**config.mk**
```make
export PLATFORM = sky130hd
export DESIGN_NAME = disp_id_seq
export DESIGN_NICKNAME = d
export VERILOG_FILES = /design/src/rtl/disp_id_pkg.sv /design/src/rtl/disp_id_dpath.sv /design/src/rtl/disp_id_ctrl.sv /design/src/rtl/disp_id_seq.sv
export SDC_FILE = /design/constraint.sdc
export NUM_CORES = 1
export LEC_CHECK = 0
export ABC_CLOCK_PERIOD_IN_PS = 3200
export BUFFER_PORTS_ARGS = -buffer_cell sky130_fd_sc_hd__buf_2
export CAP_MARGIN = 30
export CORE_UTILIZATION = 40
export DETAILED_ROUTE_END_ITERATION = 8
export GPL_TIMING_DRIVEN = 0
export PLACE_DENSITY = 0.62
export SETUP_SLACK_MARGIN = 0.3
export SYNTH_ARGS = -nofsm -noshare
export SYNTH_HDL_FRONTEND = slang
export SYNTH_SLANG_ARGS = --single-unit
```
**constraint.sdc**
```tcl
create_clock -name clk -period 3.2 [get_ports clk]
set_clock_uncertainty 0.05 [all_clocks]
set_input_delay 0.32 -clock clk [delete_from_list [all_inputs] [get_ports clk]]
set_output_delay 0.32 -clock clk [all_outputs]
set_load 0.01 [all_outputs]
```
**src/rtl/disp_id_pkg.sv**
```systemverilog
package disp_id_pkg;

  typedef enum logic [3:0] {
    ST_IDLE, ST_HOLD, ST_PROT_HI, ST_RST_REL, ST_PROT_LO,
    ST_WR, ST_ID_WAIT, ST_RD, ST_CHECK
  } seqState_t;

  typedef enum logic [1:0] {
    DLY_RST, DLY_SET, DLY_PRE, DLY_ID
  } dlySel_t;

  typedef struct packed {
    logic    ldDelay;
    dlySel_t delaySel;
    logic    clrId;
    logic    capture;
  } ctlStrb_t;

  localparam int unsigned NUM_WR = 5;
  localparam int unsigned NUM_RD = 5;

endpackage

```
**src/rtl/disp_id_dpath.sv**
```systemverilog
module disp_id_dpath
  import disp_id_pkg::*;
#(
  parameter int unsigned CLK_KHZ   = 125000,
  parameter int unsigned TIME_DIV  = 1,
  parameter int unsigned DATA_W    = 18,
  parameter logic [31:0] EXPECT_ID = 32'h0122_1517
) (
  input  logic              clk,
  input  logic              sysRstN,
  input  ctlStrb_t          strb,
  input  logic [DATA_W-1:0] busDin,
  output logic              delayDone,
  output logic              idMatch
);

  localparam longint unsigned DEN = 64'(1000) * 64'(TIME_DIV);

  function automatic longint unsigned toCyc(input longint unsigned us);
    longint unsigned v;
    v = (64'(CLK_KHZ) * us) / DEN;
    return (v == 0) ? 64'd1 : v;
  endfunction

  localparam longint unsigned N_RST = toCyc(1100);
  localparam longint unsigned N_SET = toCyc(10);
  localparam longint unsigned N_PRE = toCyc(20000);
  localparam longint unsigned N_ID  = toCyc(50000);
  localparam int unsigned     CNT_W = $clog2(N_ID + 1);

  logic [CNT_W-1:0] cnt;
  logic [31:0]      idWord;

  // wait counter: loaded with N-1 so the wait state lasts N cycles
  always_ff @(posedge clk or negedge sysRstN) begin
    if (!sysRstN) begin
      cnt <= '0;
    end else if (strb.ldDelay) begin
      case (strb.delaySel)
        DLY_RST: cnt <= CNT_W'(N_RST - 1);
        DLY_SET: cnt <= CNT_W'(N_SET - 1);
        DLY_PRE: cnt <= CNT_W'(N_PRE - 1);
        default: cnt <= CNT_W'(N_ID - 1);
      endcase
    end else if (cnt != '0) begin
      cnt <= cnt - 1'b1;
    end
  end

  assign delayDone = (cnt == '0);

  // identity word: bytes arrive most significant first
  always_ff @(posedge clk or negedge sysRstN) begin
    if (!sysRstN) begin
      idWord <= '0;
    end else if (strb.clrId) begin
      idWord <= '0;
    end else if (strb.capture) begin
      idWord <= {idWord[23:0], busDin[7:0]};
    end
  end

  assign idMatch = (idWord == EXPECT_ID);

  p_capture_low_byte_r7: assert property (@(posedge clk) disable iff (!sysRstN)
    strb.capture |=> idWord[7:0] == $past(busDin[7:0]));

  p_capture_shift_r7: assert property (@(posedge clk) disable iff (!sysRstN)
    strb.capture |=> idWord[15:8] == $past(idWord[7:0]));

endmodule

```
**src/rtl/disp_id_ctrl.sv**
```systemverilog
module disp_id_ctrl
  import disp_id_pkg::*;
#(
  parameter int unsigned DATA_W = 18
) (
  input  logic              clk,
  input  logic              sysRstN,
  input  logic              start,
  input  logic              delayDone,
  input  logic              idMatch,
  output ctlStrb_t          strb,
  output logic              lcdProtN,
  output logic              lcdRstN,
  output logic              busRs,
  output logic              busWr,
  output logic              busRd,
  output logic [DATA_W-1:0] busDout,
  output logic              done,
  output logic              pass
);

  localparam int unsigned IDX_W = $clog2(NUM_WR > NUM_RD ? NUM_WR : NUM_RD);

  seqState_t        state, nxt;
  logic [IDX_W-1:0] idx;
  logic             phase;
  logic             lastOp;

  function automatic logic [7:0] wrByte(input logic [IDX_W-1:0] i);
    case (i)
      0:       return 8'hB0;
      2:       return 8'hB1;
      4:       return 8'hBF;
      default: return 8'h00;
    endcase
  endfunction

  assign lastOp = phase && (idx == IDX_W'((state == ST_WR) ? NUM_WR - 1 : NUM_RD - 1));

  always_comb begin
    nxt  = state;
    strb = '0;
    case (state)
      ST_IDLE: if (start) begin
        nxt = ST_HOLD;
        strb.clrId = 1'b1;
      end
      ST_HOLD: begin
        nxt = ST_PROT_HI;
        strb.ldDelay = 1'b1;
        strb.delaySel = DLY_RST;
      end
      ST_PROT_HI: if (delayDone) begin
        nxt = ST_RST_REL;
        strb.ldDelay = 1'b1;
        strb.delaySel = DLY_SET;
      end
      ST_RST_REL: if (delayDone) begin
        nxt = ST_PROT_LO;
        strb.ldDelay = 1'b1;
        strb.delaySel = DLY_PRE;
      end
      ST_PROT_LO: if (delayDone) nxt = ST_WR;
      ST_WR: if (lastOp) begin
        nxt = ST_ID_WAIT;
        strb.ldDelay = 1'b1;
        strb.delaySel = DLY_ID;
      end
      ST_ID_WAIT: if (delayDone) nxt = ST_RD;
      ST_RD: begin
        strb.capture = !phase && (idx != '0);
        if (lastOp) nxt = ST_CHECK;
      end
      ST_CHECK: nxt = ST_IDLE;
      default: nxt = ST_IDLE;
    endcase
  end

  always_ff @(posedge clk or negedge sysRstN) begin
    if (!sysRstN) begin
      state   <= ST_IDLE;
      idx     <= '0;
      phase   <= 1'b0;
      lcdRstN <= 1'b0;
      done    <= 1'b0;
      pass    <= 1'b0;
    end else begin
      state <= nxt;
      done  <= (state == ST_CHECK);
      if (state == ST_WR || state == ST_RD) begin
        phase <= !phase;
        if (phase) idx <= (lastOp) ? '0 : idx + 1'b1;
      end else begin
        phase <= 1'b0;
        idx   <= '0;
      end
      if (state == ST_IDLE && start) begin
        lcdRstN <= 1'b0;
        pass    <= 1'b0;
      end else if (state == ST_PROT_HI && delayDone) begin
        lcdRstN <= 1'b1;
      end
      if (state == ST_CHECK) pass <= idMatch;
    end
  end

  assign lcdProtN = (state == ST_PROT_HI) || (state == ST_RST_REL);
  assign busWr    = (state == ST_WR) && !phase;
  assign busRd    = (state == ST_RD) && !phase;
  assign busRs    = (state == ST_WR) ? idx[0] : (state == ST_RD);
  assign busDout  = busWr ? DATA_W'(wrByte(idx)) : '0;

  p_strobe_mutex_r10: assert property (@(posedge clk) disable iff (!sysRstN)
    !(busWr && busRd));

  p_no_bus_in_reset_r10: assert property (@(posedge clk) disable iff (!sysRstN)
    !lcdRstN |-> !busWr && !busRd);

  p_prot_high_at_release_r2: assert property (@(posedge clk) disable iff (!sysRstN)
    $rose(lcdRstN) |-> lcdProtN);

  p_read_is_param_r6: assert property (@(posedge clk) disable iff (!sysRstN)
    busRd |-> busRs);

  p_cmd_upper_zero_r5: assert property (@(posedge clk) disable iff (!sysRstN)
    (busWr && !busRs) |-> busDout[DATA_W-1:8] == '0);

  p_done_single_r8: assert property (@(posedge clk) disable iff (!sysRstN)
    done |=> !done);

endmodule

```
**src/rtl/disp_id_seq.sv**
```systemverilog
module disp_id_seq
  import disp_id_pkg::*;
#(
  parameter int unsigned CLK_KHZ   = 125000,
  parameter int unsigned TIME_DIV  = 1,
  parameter int unsigned DATA_W    = 18,
  parameter logic [31:0] EXPECT_ID = 32'h0122_1517
) (
  input  logic              clk,
  input  logic              sysRstN,
  input  logic              start,
  output logic              lcdProtN,
  output logic              lcdRstN,
  output logic              busRs,
  output logic              busWr,
  output logic              busRd,
  output logic [DATA_W-1:0] busDout,
  input  logic [DATA_W-1:0] busDin,
  output logic              done,
  output logic              pass
);

  ctlStrb_t strb;
  logic     delayDone;
  logic     idMatch;

  disp_id_ctrl #(.DATA_W(DATA_W)) u_ctrl (
    .clk(clk), .sysRstN(sysRstN), .start(start),
    .delayDone(delayDone), .idMatch(idMatch), .strb(strb),
    .lcdProtN(lcdProtN), .lcdRstN(lcdRstN), .busRs(busRs),
    .busWr(busWr), .busRd(busRd), .busDout(busDout),
    .done(done), .pass(pass)
  );

  disp_id_dpath #(
    .CLK_KHZ(CLK_KHZ), .TIME_DIV(TIME_DIV),
    .DATA_W(DATA_W), .EXPECT_ID(EXPECT_ID)
  ) u_dpath (
    .clk(clk), .sysRstN(sysRstN), .strb(strb), .busDin(busDin),
    .delayDone(delayDone), .idMatch(idMatch)
  );

endmodule

```
# == After elaboration in Yosys (flattened, before gate mapping) ==
# Index checks and enable logic that the tools add are counted.
# totals
register_bits,66
input_bits,21
output_inout_bits,25
wordCells,82
# classes
addsub,2
eq_ne,21
mux,31
reduce_logical,20
# op_table
cell,count
$pmux 23 s3,1
$mux 32,2
$mux 23,2
$eq 32x25->1 const B,1
$pmux 4 s8,1
$mux 4,7
$pmux 8 s3,1
$logic_not 23->1,1
$reduce_bool 23->1,1
$sub 23x1->23 const B,1
$mux 3,6
$eq 4x3->1 const B,4
$ne 2x1->1 const B,7
$pmux 3 s4,1
$mux 1,9
$eq 4x2->1 const B,2
$mux 8,1
$reduce_bool 2->1,4
$reduce_and 7->1,1
$logic_and 1x1->1,6
$eq 4x1->1 const B,1
$eq 4x4->1 const B,1
$logic_not 4->1,1
$add 3x1->3 const B,1
10 further kinds,11

# == Logic depth before layout (Yosys ltp) ==
# depth
word_depth,7
ltp_mapped,10
ltp_nobuf,9

# == Cells and area by module ==
# A second synthesis with hierarchy kept.
# hier_totals
hier_cells,348
hier_area_um2,3557.2
# modules_own_cells
mod,instances,cells_each,area_per_inst_um2,seq_area_each_um2
disp_id_dpath,1,252,2741.4,1376.3
disp_id_ctrl,1,96,815.8,275.3

# == Worst setup path before layout ==
# Ideal clock, no wire load.
# synth_timing
path_type,register to register
from,register u_dpath.cnt[17]
to,register u_dpath.cnt[7]
setup_ps,122
t_arrival_ps,2981
required_ps,3028
slack_ps,47
path_stages_with_launch,9
n_path_buf,1
period_less_slack_ps,3153
path_cell_list,dfrtp_1 -> or4_4 -> or4_4 -> or3_1 -> buf_2 -> or4_4 -> a21o_1 -> ha_1 -> a32o_1
# synth_between
elab_chain_len,6
elab_cells_between_ends,11
classes_between,eq/ne: 2; mux: 5; reduce/logical: 4
# synth_rtl
item,line_no,rtl
start: declaration,disp_id_dpath.sv:31,logic [CNT_W-1:0] cnt;
start signal: assignment,disp_id_dpath.sv:40,DLY_RST: cnt <= CNT_W'(N_RST - 1);
start signal: assignment,disp_id_dpath.sv:41,DLY_SET: cnt <= CNT_W'(N_SET - 1);
start signal: assignment,disp_id_dpath.sv:42,DLY_PRE: cnt <= CNT_W'(N_PRE - 1);
$logic_not 23->1,disp_id_dpath.sv:50,assign delayDone = (cnt == '0);
$mux 3 (on tied branches),"disp_id_ctrl.sv:53, disp_id_ctrl.sv:58",
$pmux 3 s4,disp_id_ctrl.sv:43,case (state)
$eq 2x2->1 (tied with other cells),disp_id_dpath.sv:39,case (strb.delaySel)
$pmux 23 s3,disp_id_dpath.sv:39,
$mux 23,disp_id_dpath.sv:38,end else if (strb.ldDelay) begin
# Parallel ways exist; a longest one is shown, timed or not.
# A chain may end at the register's enable or synchronous reset.

# == Final worst setup path ==
# Same ends and word-level chain as after synthesis.

==> flow_metrics.env <==
export IMPL_status="complete, no violations"
export IMPL_slew_headroom_pct=44.13
export IMPL_layout_setup_ws_ns=0.06248
export IMPL_grt_antenna_before_repair=0
export IMPL_ys_seq_area_share_pct=48.80
export IMPL_synth_edf_count=0
export IMPL_dpl_worst_slack_ns=-0.2756
export IMPL_netlist_instances=375
export IMPL_synth_area_top_cells="dfrtp_1 49%, nand2_1 8.9%, nand3_1 5.6%, ha_1 3.7%, xnor2_1 3.6%"
export IMPL_rsz0062_at_grt="true"
export IMPL_synthesis_area_per_instance_um2=9.025
export IMPL_synth_area_mm2=0.003384
export IMPL_diodes=0
export IMPL_multiInputGateArea_mm2=0.001640
export IMPL_path_class="register to register"
export IMPL_ioPinCount=46
export IMPL_max_slew_worst_pin_slew_ns=0.8380
export IMPL_rrSetupSlack_ns=0.06
export IMPL_clock_path_buffers=2
export IMPL_r2r_end="u_dpath.cnt[7]$_DFFE_PN0P_"
export IMPL_cts_root_buf="clkbuf_8"
export IMPL_cts_sinks=66
export IMPL_start_kind="register"
export IMPL_power_total_mw=2.656
export IMPL_die_w_um=93.99
export IMPL_drt_iter0_markers=151
export IMPL_die_area_mm2=0.008833
export IMPL_yosys_area_top_type="dfrtp_1"
export IMPL_gr_total_overflow=0
export IMPL_drv_slew=0
export IMPL_vias=2747
export IMPL_hpwl_mm=4.927
export IMPL_rows=33
export IMPL_drtPass1Iterations=4
export IMPL_reg2reg_from="u_dpath.cnt[17]$_DFFE_PN0P_"
export IMPL_worstSetupEndpointType="register"
export IMPL_synthToLayoutAreaGrowth_pct=20.11
export IMPL_grt_max_degree=67
export IMPL_layout_min_cycle_time_ns=3.138
export IMPL_path_clk_slew_ns=0.08
export IMPL_vdd_drop_max_uv=271.7
export IMPL_finalSetupViolCount=0
export IMPL_clock_latency_ns=0.35
export IMPL_drt_total_wl_mm=7.457
export IMPL_final_nets=458
export IMPL_drive_gt1_share_pct=18.75
export IMPL_drc=0
export IMPL_cts_tree="yes"
export IMPL_power_density_mw_per_mm2=653.3
export IMPL_cts_max_level=3
export IMPL_grt_pass1_vias=2646
export IMPL_cap_violations=0
export IMPL_die_y_um=93.99
export IMPL_rr_worst_depth=8
export IMPL_synth_top_area_share_pct=48.80
export IMPL_synth_distinct_cells=43
export IMPL_vias_per_cell=5.115
export IMPL_hold_violations=0
export IMPL_port_buffers=24
export IMPL_min_period_over_period_pct=98.05
export IMPL_wl_per_cell_um=13.89
export IMPL_core_area_mm2=0.008217
export IMPL_grt_pass1_wl_mm=12.70
export IMPL_fillers=792
export IMPL_numCtsBuffers=9
export IMPL_antenna_left=0
export IMPL_ys_flop_type="dfrtp_1"
export IMPL_cts_hold_buf=0
export IMPL_max_freq_mhz=318.7
export IMPL_register_area_mm2=0.001652
export IMPL_critPathArrivalTime_ns=3.33
export IMPL_track_usage_pct=18.84
export IMPL_gp_congestion=0.8208
export IMPL_yosys_warnings=0
export IMPL_async_flop_share_pct=100.0
export IMPL_ys_ff_latch=66
export IMPL_crit_fanout=3
export IMPL_hp_class="input port to async pin"
export IMPL_required_ns=3.39
export IMPL_p_leak_nw=1.920
export IMPL_initial_utilization_pct=41.19
-- final cells by class --
cell class	instances	area share (%)
buffer	32	4.555
inverter	11	1.016
clock inverter	5	2.093
timing repair buffer	31	4.401
multi-input combinational	276	40.35
sequential	66	40.63
tap	105	3.232
clock buffer	11	3.724
-- routing by layer --
metal | part of all wire, % | GRT usage [%] | up-vias
met5 | 0 | 0 | -
met4 | 1.4 | 6.923 | 0
met3 | 4.7 | 4.935 | 13
met2 | 46 | 28.71 | 66
met1 | 48 | 25.67 | 1287
li1 | - | - | 1381
-- how the worst max path moves through the flow --
stage | start | endpoint | slack, ns | cells past startpoint
final | u_dpath.cnt[17]$_DFFE_PN0P_ | u_dpath.cnt[7]$_DFFE_PN0P_ | 0.06 | 8
after global routing | u_dpath.cnt[17]$_DFFE_PN0P_ | u_dpath.cnt[3]$_DFFE_PN0P_ | 0.01 | 9
after CTS | u_dpath.cnt[17]$_DFFE_PN0P_ | u_dpath.cnt[7]$_DFFE_PN0P_ | 0.08 | 8
after detailed placement | u_dpath.cnt[17]$_DFFE_PN0P_ | u_dpath.cnt[20]$_DFFE_PN0P_ | -0.28 | 9
after global placement | u_dpath.cnt[17]$_DFFE_PN0P_ | u_dpath.cnt[22]$_DFFE_PN0P_ | -0.25 | 9
after floorplan | u_dpath.cnt[17]$_DFFE_PN0P_ | u_dpath.cnt[16]$_DFFE_PN0P_ | 0.14 | 9
-- registers in the layout, summed over array words and instances (netlist names) --
signal,cells
u_ctrl.lcdRstN,1
u_ctrl.pass,1
u_ctrl.idx,3
u_dpath.cnt,23
u_ctrl.phase,1
u_ctrl.state,4
u_ctrl.done,1
u_dpath.idWord,32
-- power breakdown --
part	internal (mW)	switching (mW)
combinational	0.329	0.297
clock	0.486	0.347
sequential	1.02	0.181
total	1.83	0.824
-- critical path, stage by stage, from the launching register on --
cell and delay (ns):
dfrtp_1 0.40, or4_4 0.54, or4_4 0.44, or3_1 0.37
buf_6 0.13, or4_4 0.42, a21o_1 0.24, ha_4 0.25
a32o_1 0.21
-- cells in the final DEF (no fill, tap or decap), types with 4 or more instances in the layout --
cell type  synthesis  layout
or3_1              4       4
dfrtp_1           66      66
xor2_1             4       4
a21oi_1            9       8
nand2_1           80      79
xnor2_1           14      14
nor2_1            19      19
nor4_1             8       5
clkbuf_1          15      15
nor3_1            11      11
o22ai_1            7       7
buf_2              2      24
nand3_1           38      38
conb_1             1      11
ha_1              10       6
o21ai_0           18      11
buf_4             15      22
clkbuf_8           0      11
o21ai_1            1       6
inv_1             11      11
nor4b_1            4       4
-- stage by stage --
stage / util, % / hold slack (ns) / instances / area, um^2 / setup TNS (ns)
final: 49.47 / 0.006531 / 537 / 4065 / 0
after global routing: 49.47 / 0.05861 / 537 / 4065 / 0
after CTS: 48.99 / 0.04836 / 535 / 4025 / 0
after detailed placement: 44.97 / 0.4343 / 514 / 3695 / -1.569
after global placement: 44.94 / 0.4276 / 514 / 3692 / -1.453
after floorplan: - / -0.02559 / 385 / 3441 / 0
-- cell families (layout without fill, tap and decap cells) --
family	Yosys count	in the layout	share of synthesized area, %
simple gates	185	185	26.47
mux	2	2	0.6285
flops	66	66	48.80
xor+xnor	18	18	4.658
buf+inv	43	90	6.506
compound gates	50	50	9.131
fa+ha+maj	10	10	3.697
other cells	1	11	0.1108
-- synth_stat cells, types with 3 or more instances --
cell,instances
a21oi_1,9
nor3_1,11
nor4_1,8
nor4b_1,4
o22ai_1,7
o21ai_0,18
nand2_1,80
o2bb2ai_1,4
buf_4,15
dfrtp_1,66
clkbuf_1,15
nor4bb_1,3
nand3_1,38
xor2_1,4
nand4_1,3
xnor2_1,14
nor2_1,19
or4_4,3
inv_1,11
or3_1,4
ha_1,10
-- what timing repair did --
action	in CTS	in global routing
resized for setup	16	7
buffers inserted	5	2
endpoints found under the setup margin	17	17
pin swaps	4	2
No activity file was read; power rests on OpenSTA's default activity.
